## config.mk

```make
export PLATFORM = sky130hd
export DESIGN_NAME = idx_reg_bank
export DESIGN_NICKNAME = d
export VERILOG_FILES = /design/src/rtl/idxbank_pkg.sv /design/src/rtl/idxbank_decode.sv /design/src/rtl/idxbank_slot.sv /design/src/rtl/idx_reg_bank.sv
export SDC_FILE = /design/constraint.sdc
export NUM_CORES = 1
export LEC_CHECK = 0
export ABC_AREA = 1
export BUFFER_PORTS_ARGS = -buffer_cell sky130_fd_sc_hd__clkbuf_2
export CORE_ASPECT_RATIO = 1.5
export CORE_MARGIN = 2
export CORE_UTILIZATION = 30
export DETAILED_ROUTE_END_ITERATION = 6
export GPL_ROUTABILITY_DRIVEN = 0
export MAX_ROUTING_LAYER = met4
export SLEW_MARGIN = 15
export SYNTH_ARGS = -nofsm -noshare
export SYNTH_HDL_FRONTEND = slang
export SYNTH_HIERARCHICAL = 1
export SYNTH_SLANG_ARGS = --single-unit
```

## constraint.sdc

```tcl
create_clock -name clk -period 2.25 [get_ports clk]
set_input_delay 0.1125 -clock clk [delete_from_list [all_inputs] [get_ports clk]]
set_output_delay 0.1125 -clock clk [all_outputs]
set_load 0.03 [all_outputs]
```

## src/rtl/idxbank_pkg.sv

```systemverilog
package idxbank_pkg;
   // slot kinds
   localparam logic [1:0] KIND_RW = 2'd0;
   localparam logic [1:0] KIND_RO = 2'd1;
   localparam logic [1:0] KIND_WO = 2'd2;

   // window offsets (data port spans 0h and 1h for byte lanes)
   localparam logic [3:0] OFS_INDEX = 4'h2;
   localparam logic [3:0] OFS_DMA   = 4'h4;
   localparam logic [3:0] OFS_LINK  = 4'hC;

   localparam int unsigned WORD_W = 16;
   localparam int unsigned IDX_W  = 8;
endpackage

```

## src/rtl/idxbank_decode.sv

```systemverilog
module idxbank_decode
   import idxbank_pkg::*;
#(
   parameter int unsigned NUM_REGS = 4,
   parameter logic [7:0]  BASE_IDX = 8'h10
) (
   input  logic [3:0]          acc_addr,
   input  logic                acc_size16,
   input  logic [IDX_W-1:0]    idx_q,
   output logic                is_data,
   output logic                is_index,
   output logic                is_dma,
   output logic                is_link,
   output logic [1:0]          be,
   output logic [NUM_REGS-1:0] hit
);
   localparam int unsigned SPAN_W = IDX_W + 1;

   always_comb begin
      is_data  = (acc_addr[3:1] == 3'b000);
      is_index = (acc_addr == OFS_INDEX);
      is_dma   = (acc_addr == OFS_DMA);
      is_link  = (acc_addr == OFS_LINK);
      if (acc_size16) be = 2'b11;
      else            be = acc_addr[0] ? 2'b10 : 2'b01;
   end

   for (genvar i = 0; i < NUM_REGS; i++) begin : g_hit
      localparam logic [SPAN_W-1:0] SLOT_IDX = SPAN_W'(BASE_IDX) + SPAN_W'(i);
      assign hit[i] = ({1'b0, idx_q} == SLOT_IDX);
   end
endmodule

```

## src/rtl/idxbank_slot.sv

```systemverilog
module idxbank_slot
   import idxbank_pkg::*;
#(
   parameter logic [1:0]        KIND        = KIND_RW,
   parameter logic [WORD_W-1:0] BIT_MASK    = 16'hFFFF,
   parameter logic [WORD_W-1:0] STICKY_MASK = 16'h0000
) (
   input  logic              clk,
   input  logic              rst_n,
   input  logic              aux_pwr,
   input  logic              wr_en,
   input  logic [1:0]        be,
   input  logic [WORD_W-1:0] wdata,
   input  logic [WORD_W-1:0] hw_val,
   output logic [WORD_W-1:0] rd_val,
   output logic [WORD_W-1:0] store_q
);
   if (KIND == KIND_RO) begin : g_ro
      assign rd_val  = hw_val & BIT_MASK;
      assign store_q = '0;
   end else begin : g_stored
      logic [WORD_W-1:0] q;
      logic [WORD_W-1:0] wmask;

      assign wmask = BIT_MASK & {{8{be[1]}}, {8{be[0]}}};

      always_ff @(posedge clk) begin
         if (!rst_n)     q <= aux_pwr ? (q & STICKY_MASK & BIT_MASK) : '0;
         else if (wr_en) q <= (q & ~wmask) | (wdata & wmask);
      end

      if (KIND == KIND_WO) begin : g_wo
         assign rd_val = '0;
      end else begin : g_rw
         assign rd_val = q;
      end
      assign store_q = q;
   end
endmodule

```

## src/rtl/idx_reg_bank.sv

```systemverilog
module idx_reg_bank
   import idxbank_pkg::*;
#(
   parameter int unsigned NUM_REGS = 4,
   parameter logic [7:0]  BASE_IDX = 8'h10,
   parameter logic [NUM_REGS-1:0][1:0] SLOT_KIND =
      {KIND_WO, KIND_RO, KIND_RW, KIND_RW},
   parameter logic [NUM_REGS-1:0][15:0] BIT_MASK =
      {16'hFFFF, 16'hFFFF, 16'hFFFF, 16'hFFF8},
   parameter logic [NUM_REGS-1:0][15:0] STICKY_MASK =
      {16'h0000, 16'h0000, 16'hFF00, 16'h0000},
   localparam int unsigned BUS_W = NUM_REGS * WORD_W
) (
   input  logic              clk,
   input  logic              rst_n,
   input  logic              aux_pwr,
   input  logic              acc_en,
   input  logic              acc_wr,
   input  logic              acc_func,
   input  logic [3:0]        acc_addr,
   input  logic              acc_size16,
   input  logic [15:0]       wdata,
   output logic [15:0]       rdata,
   input  logic [15:0]       dma_status,
   input  logic [15:0]       link_status,
   input  logic [BUS_W-1:0]  hw_val,
   output logic [BUS_W-1:0]  ctrl_q
);
   // elaboration checks
   if (NUM_REGS < 1) begin : g_bad_num
      $error("idx_reg_bank: NUM_REGS must be at least 1");
   end
   if (int'(BASE_IDX) + NUM_REGS > 256) begin : g_bad_span
      $error("idx_reg_bank: register span exceeds the 8-bit index space");
   end

   logic [IDX_W-1:0]    idx_q;
   logic                is_data, is_index, is_dma, is_link;
   logic [1:0]          be;
   logic [NUM_REGS-1:0] hit;
   logic [WORD_W-1:0]   wdata_al;
   logic [WORD_W-1:0]   rd_val [NUM_REGS];
   logic [WORD_W-1:0]   data_word;
   logic [WORD_W-1:0]   word_out;
   logic                func_unused;

   // both host functions share one register set
   assign func_unused = acc_func;

   idxbank_decode #(.NUM_REGS(NUM_REGS), .BASE_IDX(BASE_IDX)) u_dec (
      .acc_addr   (acc_addr),
      .acc_size16 (acc_size16),
      .idx_q      (idx_q),
      .is_data    (is_data),
      .is_index   (is_index),
      .is_dma     (is_dma),
      .is_link    (is_link),
      .be         (be),
      .hit        (hit)
   );

   always_ff @(posedge clk) begin
      if (!rst_n)                            idx_q <= '0;
      else if (acc_en && acc_wr && is_index) idx_q <= wdata[7:0];
   end

   assign wdata_al = acc_size16 ? wdata : {wdata[7:0], wdata[7:0]};

   for (genvar i = 0; i < NUM_REGS; i++) begin : g_slot
      logic wr_en;
      assign wr_en = acc_en && acc_wr && is_data && hit[i] && (SLOT_KIND[i] != KIND_RO);

      idxbank_slot #(
         .KIND        (SLOT_KIND[i]),
         .BIT_MASK    (BIT_MASK[i]),
         .STICKY_MASK (STICKY_MASK[i])
      ) u_slot (
         .clk     (clk),
         .rst_n   (rst_n),
         .aux_pwr (aux_pwr),
         .wr_en   (wr_en),
         .be      (be),
         .wdata   (wdata_al),
         .hw_val  (hw_val[i*WORD_W +: WORD_W]),
         .rd_val  (rd_val[i]),
         .store_q (ctrl_q[i*WORD_W +: WORD_W])
      );
   end

   always_comb begin
      data_word = '0;
      for (int i = 0; i < NUM_REGS; i++) begin
         if (hit[i]) data_word = data_word | rd_val[i];
      end
   end

   always_comb begin
      if (is_data)       word_out = data_word;
      else if (is_index) word_out = {8'h00, idx_q};
      else if (is_dma)   word_out = dma_status;
      else if (is_link)  word_out = link_status;
      else               word_out = '0;
   end

   always_comb begin
      if (acc_size16)       rdata = word_out;
      else if (acc_addr[0]) rdata = {8'h00, word_out[15:8]};
      else                  rdata = {8'h00, word_out[7:0]};
   end
endmodule

```

== Word-level counts from Yosys, hierarchy flattened ==
Cells that the tools add are included.

* Logic and storage cells: 49
* Output and inout port bits: 80
* Register bits: 56

* Reductions and logical operators: 8
* Equality and inequality tests: 9
* Bitwise operators: 12
* Muxes and demuxes: 15

{| class="wikitable"
|+ Operators by type and width
! cell !! number
|-
| 16-bit two-way mux || 12
|-
| 16-bit bitwise AND || 5
|-
| 16-bit bitwise OR || 5
|-
| 8-bit by 5-bit == test with 1-bit output, second input constant || 4
|-
| 16-bit NOT || 2
|-
| 8-bit two-way mux || 1
|-
| 1-bit logical AND || 6
|-
| 4-bit by 2-bit == test with 1-bit output, second input constant || 1
|-
| 4-bit by 3-bit == test with 1-bit output, second input constant || 1
|-
| 4-bit == test, second input constant || 1
|-
| 2-bit two-way mux || 2
|-
| 3-bit logical NOT || 1
|-
| 2-bit by 1-bit != test with 1-bit output, second input constant || 1
|-
| 2-bit != test, second input constant || 1
|-
| 2-bit AND reduction || 1
|}

== Logic depth before layout (Yosys ltp) ==
* Word-level depth: 9
* Gate-level depth with buffers: 13

== Hierarchy ==
Netlist, hierarchy kept.

{| class="wikitable"
|+ Modules (own cells, without submodules)
! module !! instances !! area each (µm²) !! sequential area each (µm²) !! cells an instance
|-
| idx_reg_bank || 1 || 1482.7 || 160.2 || 309
|-
| idxbank_slot (g_slot[1].u_slot) || 1 || 1002.2 || 480.5 || 122
|-
| idxbank_slot (g_slot[3].u_slot) || 1 || 803.3 || 320.3 || 119
|-
| idxbank_slot (g_slot[0].u_slot) || 1 || 676.9 || 260.2 || 102
|-
| idxbank_slot (g_slot[2].u_slot) || 1 || 244.0 || 0.0 || 33
|-
| idxbank_decode || 1 || 135.1 || 0.0 || 33
|}

== Worst setup path before layout ==
No wires, ideal clock.

* Path kind: reg-to-reg
* Start point: register idx_q[4]
* End point: register g_slot[1].u_slot.g_stored.q[10] (enable)
* Buffers on the path: 2
* Setup time: 0.384 ns
* Arrival: 1.404 ns
* Cell stages (with the launch flop): 11
* Data required time: 1.866 ns
* Setup slack: 0.461 ns
* Cells stage by stage: dfxtp_1 -> inv_1 -> nor2_1 -> nand2_1 -> nor2_1 -> buf_2 -> buf_4 -> inv_1 -> nor2_1 -> nand2_1 -> o21ai_0

* Cells in the longest elaborated chain, start to end: 4

{| class="wikitable"
|+ RTL lines
! what !! line !! RTL
|-
| from (decl) || idx_reg_bank.sv:37 || <nowiki>logic [IDX_W-1:0] idx_q;</nowiki>
|-
| from (signal assigned) || idx_reg_bank.sv:64 || <nowiki>else if (acc_en && acc_wr && is_index) idx_q <= wdata[7:0];</nowiki>
|-
| 8-bit by 5-bit == test with 1-bit output || idxbank_decode.sv:30 || <nowiki>assign hit[i] = ({1'b0, idx_q} == SLOT_IDX);</nowiki>
|-
| via hit[1] || idx_reg_bank.sv:40 || <nowiki>logic [NUM_REGS-1:0] hit;</nowiki>
|-
| 1-bit logical AND || idx_reg_bank.sv:71 || <nowiki>assign wr_en = acc_en && acc_wr && is_data && hit[i] && (SLOT_KIND[i] != KIND_RO);</nowiki>
|-
| via g_slot[1].wr_en || idx_reg_bank.sv:70 || <nowiki>logic wr_en;</nowiki>
|-
| 2-bit by 1-bit != test with 1-bit output (no line) || - ||
|-
| 2-bit AND reduction (no line) || - ||
|-
| to (signal assigned) || idxbank_slot.sv:28 || <nowiki>if (!rst_n) q <= aux_pwr ? (q & STICKY_MASK & BIT_MASK) : '0;</nowiki>
|-
| to (signal assigned) || idxbank_slot.sv:29 || <nowiki>else if (wr_en) q <= (q & ~wmask) | (wdata & wmask);</nowiki>
|-
| to (decl) || idxbank_slot.sv:22 || <nowiki>logic [WORD_W-1:0] q;</nowiki>
|}

The timed path passes the listed nets, and every way through them passes these cells.
A chain may end at the register's enable or synchronous reset.

== Final worst setup path ==
* Start point: register idx_q[4]
* End point: output port rdata[5]

* Cells in the longest elaborated chain, start to end: 9

{| class="wikitable"
|+ RTL lines
! what !! line !! RTL
|-
| 8-bit by 5-bit == test with 1-bit output * || idxbank_decode.sv:30 ||
|-
| via hit[0] || idx_reg_bank.sv:40 ||
|-
| 16-bit two-way mux * || idx_reg_bank.sv:93 || <nowiki>if (hit[i]) data_word = data_word | rd_val[i];</nowiki>
|-
| 16-bit bitwise OR || idx_reg_bank.sv:93 ||
|-
| 16-bit two-way mux * || idx_reg_bank.sv:93 ||
|-
| 16-bit bitwise OR || idx_reg_bank.sv:93 ||
|-
| 16-bit two-way mux * || idx_reg_bank.sv:93 ||
|-
| 16-bit two-way mux * || idx_reg_bank.sv:98 || <nowiki>if (is_data) word_out = data_word;</nowiki>
|-
| 8-bit two-way mux || idx_reg_bank.sv:107 || <nowiki>else if (acc_addr[0]) rdata = {8'h00, word_out[15:8]};</nowiki>
|-
| 16-bit two-way mux * || idx_reg_bank.sv:106 || <nowiki>if (acc_size16) rdata = word_out;</nowiki>
|-
| to (decl) || idx_reg_bank.sv:23 || <nowiki>output logic [15:0] rdata,</nowiki>
|}

Mark *: on every way through the listed nets, which the timed path passes. The rest lies on a longest branch.

==> reports/results.txt <==
Slew margin rel. -> 60.6%
Vias -> 3966
Fmax -> 485 MHz
R2r startpoint -> idx_q[4]
Worst path arrival time -> 1.95 ns
Peak VDD IR -> 0.000432 V
Area Growth Syn to Fin -> 10.1%
DRT iter0 DRCs -> 144
Post-detail-place hpwl -> 9680 microns
Residual DRC count -> 0
Status -> finished, final reports clean
Die area -> 15500 sq um
Hold_buf cts -> 0
Hold Path Origin -> wdata[1]
Initial antenna violation count -> 0
Initial Utilization -> 30.9%
Final wirelength -> 12200 microns
Io pins -> 203
TritonCTS Sinks -> 53
Worst r2r path cells -> 11
Nets -> 916
Worst-Skew Late Latency -> 0.30 ns
Flop-to-flop setup slack -> 0.41 ns
Total gr overflow -> 0
Crit-path max FO -> 11
Slew Viols, Final -> 0
Layout cells sized above 1 -> 22.2%
First-pass GRT wire length -> 18800 microns
CORE AREA -> 14100 sq um
Routed length per instance -> 12.3 microns
Worst Path Required -> 2.14 ns
Vias in the first global route -> 3752
Fill cell count -> 1625
Die W -> 102 microns
Reported max-cap violation count -> 0
Routed vias/inst -> 4.02
CTS root buffer -> clkbuf_16
P_leak -> 2.70 nW
Dpl cell area -> 4610 sq um
Total GRT Usage -> 16.1%
Critical path endpoint category -> output port
H-tree depth -> 2
# setup viols final -> 0
Startpoint types -> flop
Critical setup path kind -> reg -> out
Design Area, Final -> 4780 sq um
Hold path cells -> 3
Final number of hold-violating endpoints -> 0
Synth warn -> 6
Number of CTS-inserted buffers -> 5
Post-CTS Setup Inserts -> 0
Antenna cells -> 0
Fin crit share -> 91.7%
Port Buffers -> 134
Fin crit period -> 2.06 ns
Average size of a mapped cell -> 6.05 sq um
P per Cell Area -> 485 nW/um^2
Clk slew on worst S/H paths -> 0.07 ns
Row cnt -> 53
DRT antenna net count -> 0
Syn Std Cell Area -> 4340 sq um
Max Root-Sink Buffers -> 2
Die H -> 151 microns
Measured slew at the worst slew-check pin -> 0.591 ns
Synth Instances -> 717
Pre-antenna DRT Iters -> 4
Largest net degree at the start of global routing -> 30
PnR Total Power -> 2.32 mW
Worst hold path class -> in -> reg
Worst Clk Skew -> 0.00641 ns
CTS tree -> done
[per-stage QoR]
step / TNS [ns] / hold WS, ns / util (%) / instances / setup slack, ns
2_1_floorplan: 0 / 0.233 / - / 752 / 0.461
3_5_place_dp: 0 / 0.441 / 32.8 / 978 / 0.338
3_3_place_gp: 0 / 0.436 / 32.8 / 978 / 0.360
5_1_grt: -0.00875 / 0.174 / 34.0 / 986 / -0.00774
4_1_cts: 0 / 0.144 / 34.0 / 986 / 0.103
6_report: 0 / 0.155 / 34.0 / 986 / 0.186
[what timing repair did]
item	4_1_cts	5_1_grt
endpoints found under the hold margin	0	0
gates resized for setup	0	3
endpoints found under the setup margin	0	11
[report_power, final]
| part | switching (mW) | total [mW] | internal, mW |
|---|---|---|---|
| combinational | 0.286 | 0.405 | 0.120 |
| clock | 0.364 | 0.888 | 0.525 |
| sequential | 0.0172 | 1.02 | 1.01 |
| total | 0.667 | 2.32 | 1.65 |
[area by class of cell]
cell class | instances | area (sq um) | area share, %
multi-input combinational | 513 | 2100 | 44.0
sequential | 53 | 1220 | 25.5
clock buffer | 6 | 129 | 2.70
tap | 192 | 240 | 5.03
inverter | 72 | 270 | 5.65
clock inverter | 2 | 35.0 | 0.733
timing repair buffer | 148 | 779 | 16.3
[worst max-delay path by stage]
stage,from,cells after the start,slack (ns),endpoint
after floorplan,idx_q[4],10,0.46,g_slot[1].u_slot/rd_val[10]
after global placement,acc_addr[0],13,0.36,rdata[7]
after detailed placement,acc_addr[0],13,0.34,rdata[7]
after CTS,idx_q[4],12,0.10,rdata[5]
after global routing,idx_q[4],12,-0.008,rdata[5]
final,idx_q[4],12,0.19,rdata[5]
[layer usage]
metal	routed length, microns	track usage [%]	part of all wire (%)	vias up
met4	315	6.00	2.6	0
met3	671	1.89	5.5	15
li1	-	-	-	2185
met1	5170	17.9	42	1638
met2	6020	29.1	49	128
met5	0	-	0	-
[layout by cell type (no fill, tap or decap), drive strengths merged]
cell type / instances
inv: 72
clkbuf: 139
nand4: 12
buf: 15
nand2: 299
o21ai: 13
clkinv: 1
bufinv: 1
nand3: 10
nor2: 106
edfxtp: 16
dfxtp: 37
nor3: 3
conb: 38
a21oi: 32
[worst max-delay path, stage by stage (launching register included)]
cell and delay [ns]:
dfxtp_1 0.33, inv_1 0.04, nor2_1 0.10, nand2_1 0.13
nor2_2 0.18, buf_4 0.21, nand2_1 0.07, nand4_1 0.10
nand2_1 0.08, nand2_1 0.08, nand2_1 0.07, nand2_1 0.06
clkbuf_2 0.20
No activity file was read; power rests on OpenSTA's default activity.
